==> src/rtl/romport_pkg.sv <==
package romport_pkg;

  localparam logic [7:0] MAKER_CODE  = 8'h20;
  localparam logic [7:0] DEVICE_CODE = 8'h80;

  typedef enum logic {
    SRC_ARRAY = 1'b0,
    SRC_IDENT = 1'b1
  } rd_src_e;

endpackage

==> src/rtl/romport_addr_latch.sv <==
module romport_addr_latch #(
  parameter int ADDR_W = 15
) (
  input  logic              clk,
  input  logic              rst,
  input  logic              strobe,
  input  logic [ADDR_W-1:0] addr_in,
  output logic [ADDR_W-1:0] addr_eff
);

  logic [ADDR_W-1:0] addr_q;
  logic              strobe_q;
  logic              strobe_fall;

  always_ff @(posedge clk) begin
    if (rst) begin
      addr_q   <= '0;
      strobe_q <= 1'b0;
    end else begin
      strobe_q <= strobe;
      if (strobe) addr_q <= addr_in;
    end
  end

  assign strobe_fall = strobe_q & ~strobe;
  assign addr_eff    = strobe ? addr_in : addr_q;

  AST_TRACK_WHEN_OPEN: assert property (@(posedge clk) disable iff (rst)
    strobe |=> addr_q == $past(addr_in));

  AST_HOLD_WHEN_CLOSED: assert property (@(posedge clk) disable iff (rst)
    !strobe |=> $stable(addr_q));

  AST_FALL_USES_HELD: assert property (@(posedge clk) disable iff (rst)
    strobe_fall |-> addr_eff == addr_q);

endmodule

==> src/rtl/romport_array.sv <==
module romport_array #(
  parameter int              ADDR_W  = 15,
  parameter int              DATA_W  = 8,
  parameter int              STORE_W = 8,
  parameter logic [DATA_W-1:0] SEED  = 8'hA5
) (
  input  logic              clk,
  input  logic [ADDR_W-1:0] rd_addr,
  output logic [DATA_W-1:0] rd_data
);

  localparam int DEPTH = 1 << STORE_W;
  localparam int HI_W  = ADDR_W - STORE_W;
  localparam int MIX_W = HI_W + 1;

  logic [DATA_W-1:0] mem [DEPTH];
  logic [DATA_W-1:0] mem_q;
  logic [DATA_W-1:0] page_mix;
  logic [DATA_W-1:0] page_q;
  logic [MIX_W-1:0]  hi_shift;

  initial begin
    for (int i = 0; i < DEPTH; i++) begin
      mem[i] = DATA_W'(i) ^ SEED;
    end
  end

  assign hi_shift = {rd_addr[ADDR_W-1:STORE_W], 1'b0};

  generate
    if (MIX_W >= DATA_W) begin : g_mix_trunc
      assign page_mix = hi_shift[DATA_W-1:0];
    end else begin : g_mix_ext
      assign page_mix = {{(DATA_W-MIX_W){1'b0}}, hi_shift};
    end
  endgenerate

  always_ff @(posedge clk) begin
    mem_q  <= mem[rd_addr[STORE_W-1:0]];
    page_q <= page_mix;
  end

  assign rd_data = mem_q ^ page_q;

endmodule

==> src/rtl/romport_read_ctrl.sv <==
module romport_read_ctrl
  import romport_pkg::*;
#(
  parameter int DATA_W = 8
) (
  input  logic              clk,
  input  logic              rst,
  input  logic              ce_n,
  input  logic              oe_n,
  input  logic              id_mode,
  input  logic              id_sel,
  input  logic [DATA_W-1:0] array_word,
  output logic [DATA_W-1:0] data_out,
  output logic              data_oe
);

  logic    en_q;
  rd_src_e src_q;
  logic    id_sel_q;
  logic    req_now;
  logic [DATA_W-1:0] word_sel;

  assign req_now = ~ce_n & ~oe_n;

  always_ff @(posedge clk) begin
    if (rst) begin
      en_q     <= 1'b0;
      src_q    <= SRC_ARRAY;
      id_sel_q <= 1'b0;
    end else begin
      en_q     <= req_now;
      src_q    <= id_mode ? SRC_IDENT : SRC_ARRAY;
      id_sel_q <= id_sel;
    end
  end

  always_comb begin
    if (src_q == SRC_IDENT) begin
      word_sel = id_sel_q ? DATA_W'(DEVICE_CODE) : DATA_W'(MAKER_CODE);
    end else begin
      word_sel = array_word;
    end
  end

  assign data_oe  = en_q & req_now;
  assign data_out = data_oe ? word_sel : '0;

  AST_OE_NEEDS_REQ: assert property (@(posedge clk) disable iff (rst)
    data_oe |-> $past(!ce_n && !oe_n));

  AST_STANDBY_QUIET: assert property (@(posedge clk) disable iff (rst)
    ce_n |-> (!data_oe && data_out == '0));

  AST_IDENT_CODES: assert property (@(posedge clk) disable iff (rst)
    (data_oe && $past(id_mode)) |-> (data_out == DATA_W'(MAKER_CODE) || data_out == DATA_W'(DEVICE_CODE)));

endmodule

==> src/rtl/romport_top.sv <==
module romport_top #(
  parameter int              ADDR_W  = 15,
  parameter int              DATA_W  = 8,
  parameter int              STORE_W = 8,
  parameter logic [DATA_W-1:0] SEED  = 8'hA5
) (
  input  logic              clk,
  input  logic              rst,
  input  logic [ADDR_W-1:0] addr_bus,
  input  logic              addr_strobe,
  input  logic              ce_n,
  input  logic              oe_n,
  input  logic              id_mode,
  output logic [DATA_W-1:0] data_out,
  output logic              data_oe
);

  logic [ADDR_W-1:0] addr_eff;
  logic [DATA_W-1:0] array_word;

  romport_addr_latch #(.ADDR_W(ADDR_W)) i_latch (
    .clk      (clk),
    .rst      (rst),
    .strobe   (addr_strobe),
    .addr_in  (addr_bus),
    .addr_eff (addr_eff)
  );

  romport_array #(
    .ADDR_W (ADDR_W),
    .DATA_W (DATA_W),
    .STORE_W(STORE_W),
    .SEED   (SEED)
  ) i_array (
    .clk     (clk),
    .rd_addr (addr_eff),
    .rd_data (array_word)
  );

  romport_read_ctrl #(.DATA_W(DATA_W)) i_ctrl (
    .clk        (clk),
    .rst        (rst),
    .ce_n       (ce_n),
    .oe_n       (oe_n),
    .id_mode    (id_mode),
    .id_sel     (addr_eff[0]),
    .array_word (array_word),
    .data_out   (data_out),
    .data_oe    (data_oe)
  );

  AST_DESELECT_DROPS: assert property (@(posedge clk) disable iff (rst)
    (ce_n || oe_n) |-> !data_oe);

endmodule

==> config.mk <==
export PLATFORM = sky130hd
export DESIGN_NAME = romport_top
export DESIGN_NICKNAME = d
export VERILOG_FILES = /design/src/rtl/romport_pkg.sv /design/src/rtl/romport_addr_latch.sv /design/src/rtl/romport_array.sv /design/src/rtl/romport_read_ctrl.sv /design/src/rtl/romport_top.sv
export SDC_FILE = /design/constraint.sdc
export NUM_CORES = 1
export LEC_CHECK = 0
export ABC_AREA = 1
export BUFFER_PORTS_ARGS = -buffer_cell sky130_fd_sc_hd__buf_2
export CAP_MARGIN = 20
export CORE_MARGIN = 3
export CORE_UTILIZATION = 53
export CTS_CLUSTER_SIZE = 40
export DETAILED_ROUTE_END_ITERATION = 6
export GPL_TIMING_DRIVEN = 0
export HOLD_SLACK_MARGIN = 0.03
export MAX_ROUTING_LAYER = met4
export PLACE_DENSITY = 0.81
export SLEW_MARGIN = 0
export SYNTH_ARGS = -nofsm -noshare
export SYNTH_HDL_FRONTEND = slang
export SYNTH_SLANG_ARGS = --single-unit
==> constraint.sdc <==
create_clock -name clk -period 1.8 [get_ports clk]
set_input_delay 0.18 -clock clk [delete_from_list [all_inputs] [get_ports clk]]
set_output_delay 0.18 -clock clk [all_outputs]
set_load 0.02 [all_outputs]
-- After elaboration in Yosys (flattened, before gate mapping)
Memory sizes are Yosys's and may differ from the RTL's. A register that Yosys moved wholly into a read port is not among the register bits.
Index checks and enable logic that the tools add are counted.
Widths: inputs -> output; s select.
- bitwise operators: 5
- mux-type cells: 5
- operators by type and width (kind ; number):
    $mux 8 ; 3
    $mux 15 ; 1
    $xor 8x8->8 ; 1
    $and 1x1->1 ; 2
    $not 1->1 ; 2
    $mux 1 ; 1
- word-level logic and storage cells: 16
- memory bits (read-only): 2048
- memories: 1
- register bits: 25
- memory list (name ; depth ; bits a word ; rd ports ; clocked after Yosys merged registers in ; write ports ; RTL line ; RTL):
    i_array.mem ; 256 ; 8 ; 1 ; 1 ; 0 ; romport_array.sv:16 ; logic [DATA_W-1:0] mem [DEPTH];

-- Depth between registers and ports, before layout
- depth after elaboration: 4
- gate-level depth with buffers: 5
- depth with buffers taken out: 5

-- Modules after synthesis
From an unflattened synthesis, not the netlist that was laid out.
- cell total of the unflattened synthesis: 212
- area, all modules: 1478.9 um^2
- modules (own cells, without submodules) (module ; times used ; area an instance (um^2) ; cells an instance):
    romport_addr_latch ; 1 ; 838.3 ; 125
    romport_array ; 1 ; 454.2 ; 55
    romport_read_ctrl ; 1 ; 186.4 ; 32

-- Worst setup path before layout
No wires, ideal clock.
- path type: register -> output
- from: register i_ctrl.en_q
- to: output data_out[1]
- path slack: 0.639 ns
- data arrival time: 0.981 ns
- buffers on the path: 0
- data required time: 1.620 ns
- stages on the path, launching flop included: 5
- cells stage by stage: dfxtp_1 -> nand2_1 -> inv_1 -> nand2_1 -> nor2_1
- cells in the longest elaborated chain, start to end: 2
- RTL lines (item ; RTL line ; RTL):
    from (decl) ; romport_read_ctrl.sv:17 ; logic en_q;
    from (signal assigned) ; romport_read_ctrl.sv:31 ; en_q <= req_now;
    $and 1x1->1 ; romport_read_ctrl.sv:45 ; assign data_oe = en_q & req_now;
    named net data_oe ; romport_top.sv:15 ; output logic data_oe
    $mux 8 ; romport_read_ctrl.sv:46 ; assign data_out = data_oe ? word_sel : '0;
    to (decl) ; romport_top.sv:14 ; output logic [DATA_W-1:0] data_out,
The timed path passes the listed nets, and every way through them passes these cells.

-- Worst setup path after layout
- from: input ce_n
- to: output data_out[4]
- cells in the longest elaborated chain, start to end: 4
- RTL lines (item ; RTL line ; RTL):
    from (decl) ; romport_top.sv:11 ; input logic ce_n,
    $not 1->1 ; romport_read_ctrl.sv:23 ; assign req_now = ~ce_n & ~oe_n;
    $and 1x1->1 ; romport_read_ctrl.sv:23 ;
    $and 1x1->1 ; romport_read_ctrl.sv:45 ;
    $mux 8 ; romport_read_ctrl.sv:46 ;
No other way between the ends.

==> run summary <==
DP HPWL: 1420 um
dpl ws: 0.557 ns
Yosys cell types: 13
Hold Crit Start: addr_bus[2]
Critical Path AT: 1.50 ns
area grow syn2layout: 27.3%
outcome: complete, no violations
Worst-path clk slew: 0.09 ns
Worst-Skew Late Latency: 0.32 ns
sequential area share after synthesis: 59.5%
largest net degree at the start of global routing: 11
Layout Nets: 182
# setup viols final: 0
DR DRC count: 0
fmax: 0.596 GHz
reg-to-reg slack, setup: 0.97 ns
H-tree Lvls: 2
root buffer cell: clkbuf_4
RePlAce Congestion: 0.756
number of global-route vias before repair: 793
CTS Buffer Depth: 2
Mapped Avg Cell Area: 8.69 sq um
routed via count: 878
crit share post-route: 93.2%
Design Power: 1.50 mW
# IOs: 30
worst setup path start: ce_n
Synth Net Count: 145
Crit Path Max Fanout: 5
total track usage: 18.6%
min cycle time layout: 1.68 ns
synthesized cell area: 0.00108 sq mm
Ys Warns: 0
Core Rows: 15
CP endpoint kind: output pin
fin. max-slew vios: 0
design area: 0.00137 sq mm
area of placed instances: 0.00125 sq mm
clock sinks: 32
first-pass GRT wire length: 3370 um
RR Startpoint: i_latch.addr_q[0]
diode count: 0
Slew Limit Headroom: 87.0%
DR iter-0 viols: 11
core area: 0.00182 sq mm
worst-margin pin slew: 0.195 ns
number of port buffers: 28
setup ws final: 0.122 ns
final hold vios: 0
initial antenna violation count: 0
Setup Skew: 0.00637 ns
die area: 0.00261 sq mm
PD cells: 1090 mW/mm^2
Leak: 0.690 nW
share of layout cells above drive strength 1: 31.5%
CTS tree: done
Die Y: 51.1 um
routed vias/inst: 4.70
FILL cells: 148
Max-cap violations: 0
Post-DRT Antenna Nets: 0
Post-Syn Instances: 124
critical path startpoint category: input port
total clock buffers created by CTS: 5
Util after Layout: 75.3%
Initial Util: 59.2%
required time of the worst setup path: 1.62 ns
die extent in x: 51.1 um
WL per Instance: 10.4 um
total grt overflow: 0
Max VDD drop: 0.799 mV
flop and latch count out of synthesis: 32
First-pass DRT Iterations: 4
CP Class: input port to output pin
HP Class: input port to register
Routed WL: 1950 um
-- layer usage --
layer | wire, um | global-route usage, % | up-vias
met5 | 0 | - | -
met4 | 48 | 9.42 | 0
met3 | 127 | 7.87 | 9
met2 | 907 | 27.9 | 28
met1 | 869 | 21.2 | 377
li1 | - | - | 464
-- report_power, final --
part,switching [mW],internal (mW)
combinational,0.0660,0.0627
sequential,0.0168,0.756
clock,0.231,0.369
-- synth_stat cells, drive strengths merged --
cell | n | area, sq um
or2 | 4 | 25.0
inv | 6 | 22.5
nor3 | 1 | 5.00
nand2 | 42 | 158
a21oi | 13 | 65.1
buf | 4 | 28.8
nor2 | 12 | 45.0
xnor2 | 6 | 52.6
o21ai | 4 | 35.0
dfxtp | 32 | 641
-- metrics by stage --
stage	instances	setup TNS [ns]	hold WS (ns)
floorplan	124	0	0.251
global route	187	-0.0150	0.0303
CTS	187	0	0.0339
finish	187	0	0.0433
detailed placement	177	0	0.362
global placement	177	0	0.355
-- cell families after synthesis --
kind of cell / synth area share, %
and+or+nand+nor: 21.6
DFF: 59.5
AOI/OAI and AO/OA: 9.29
buffers and inverters: 4.76
xor gates and xnor gates: 4.88
-- final timing paths --
| check | to | cells after the start |
|---|---|---|
| worst max-delay path | data_out[4] | 8 |
| worst min-delay path | i_array.mem_q[2] | 2 |
| worst min register to register | i_array.page_q[7] | 2 |
| worst max register to register | i_latch.addr_q[0] | 3 |
-- worst max-delay path, cell delays in order --
cell and delay [ns]:
dlygate4sd3_1 0.53, buf_2 0.13, nor2_1 0.08, nand2_1 0.09
inv_1 0.11, nand2_2 0.11, nor2_1 0.10, buf_2 0.17
-- cell type report --
| class | instances | area, sq um | share of cell area, % |
|---|---|---|---|
| plain buffers | 4 | 28.8 | 2.10 |
| clock inverters | 1 | 30.0 | 2.19 |
| clock buffers | 7 | 65.1 | 4.74 |
| well taps | 25 | 31.3 | 2.28 |
| flip-flops and latches | 32 | 641 | 46.7 |
| inverters | 6 | 22.5 | 1.64 |
| multi-input cells | 82 | 390 | 28.5 |
| repair buffers | 30 | 163 | 11.9 |
-- state kept, by name, indices dropped and copies added, names as in the netlist --
register and cells:
i_latch.addr_q 15, i_array.mem_q 8, i_array.page_q 7, i_ctrl.en_q 1, i_ctrl.src_q 1
-- timing repair --
| item | CTS | global route |
|---|---|---|
| endpoints found under the setup margin | 0 | 5 |
| hold buffers | 2 | 0 |
| resized for setup | 0 | 3 |
| setup buffers | 0 | 0 |
| endpoints found under the hold margin | 1 | 0 |
-- placed cells by master, fill, tap and decap left out --
master,instances
buf_2,29
nor2_2,1
dlygate4sd3_1,2
buf_4,2
or2_2,4
nor3_1,1
buf_6,1
nor2_1,11
o21ai_2,4
inv_1,5
nand2_2,1
inv_2,1
a21oi_1,13
xnor2_1,6
nand2_1,41
clkbuf_8,2
clkbuf_4,5
bufinv_16,1
dfxtp_1,32
No activity file was read; power rests on OpenSTA's default activity.
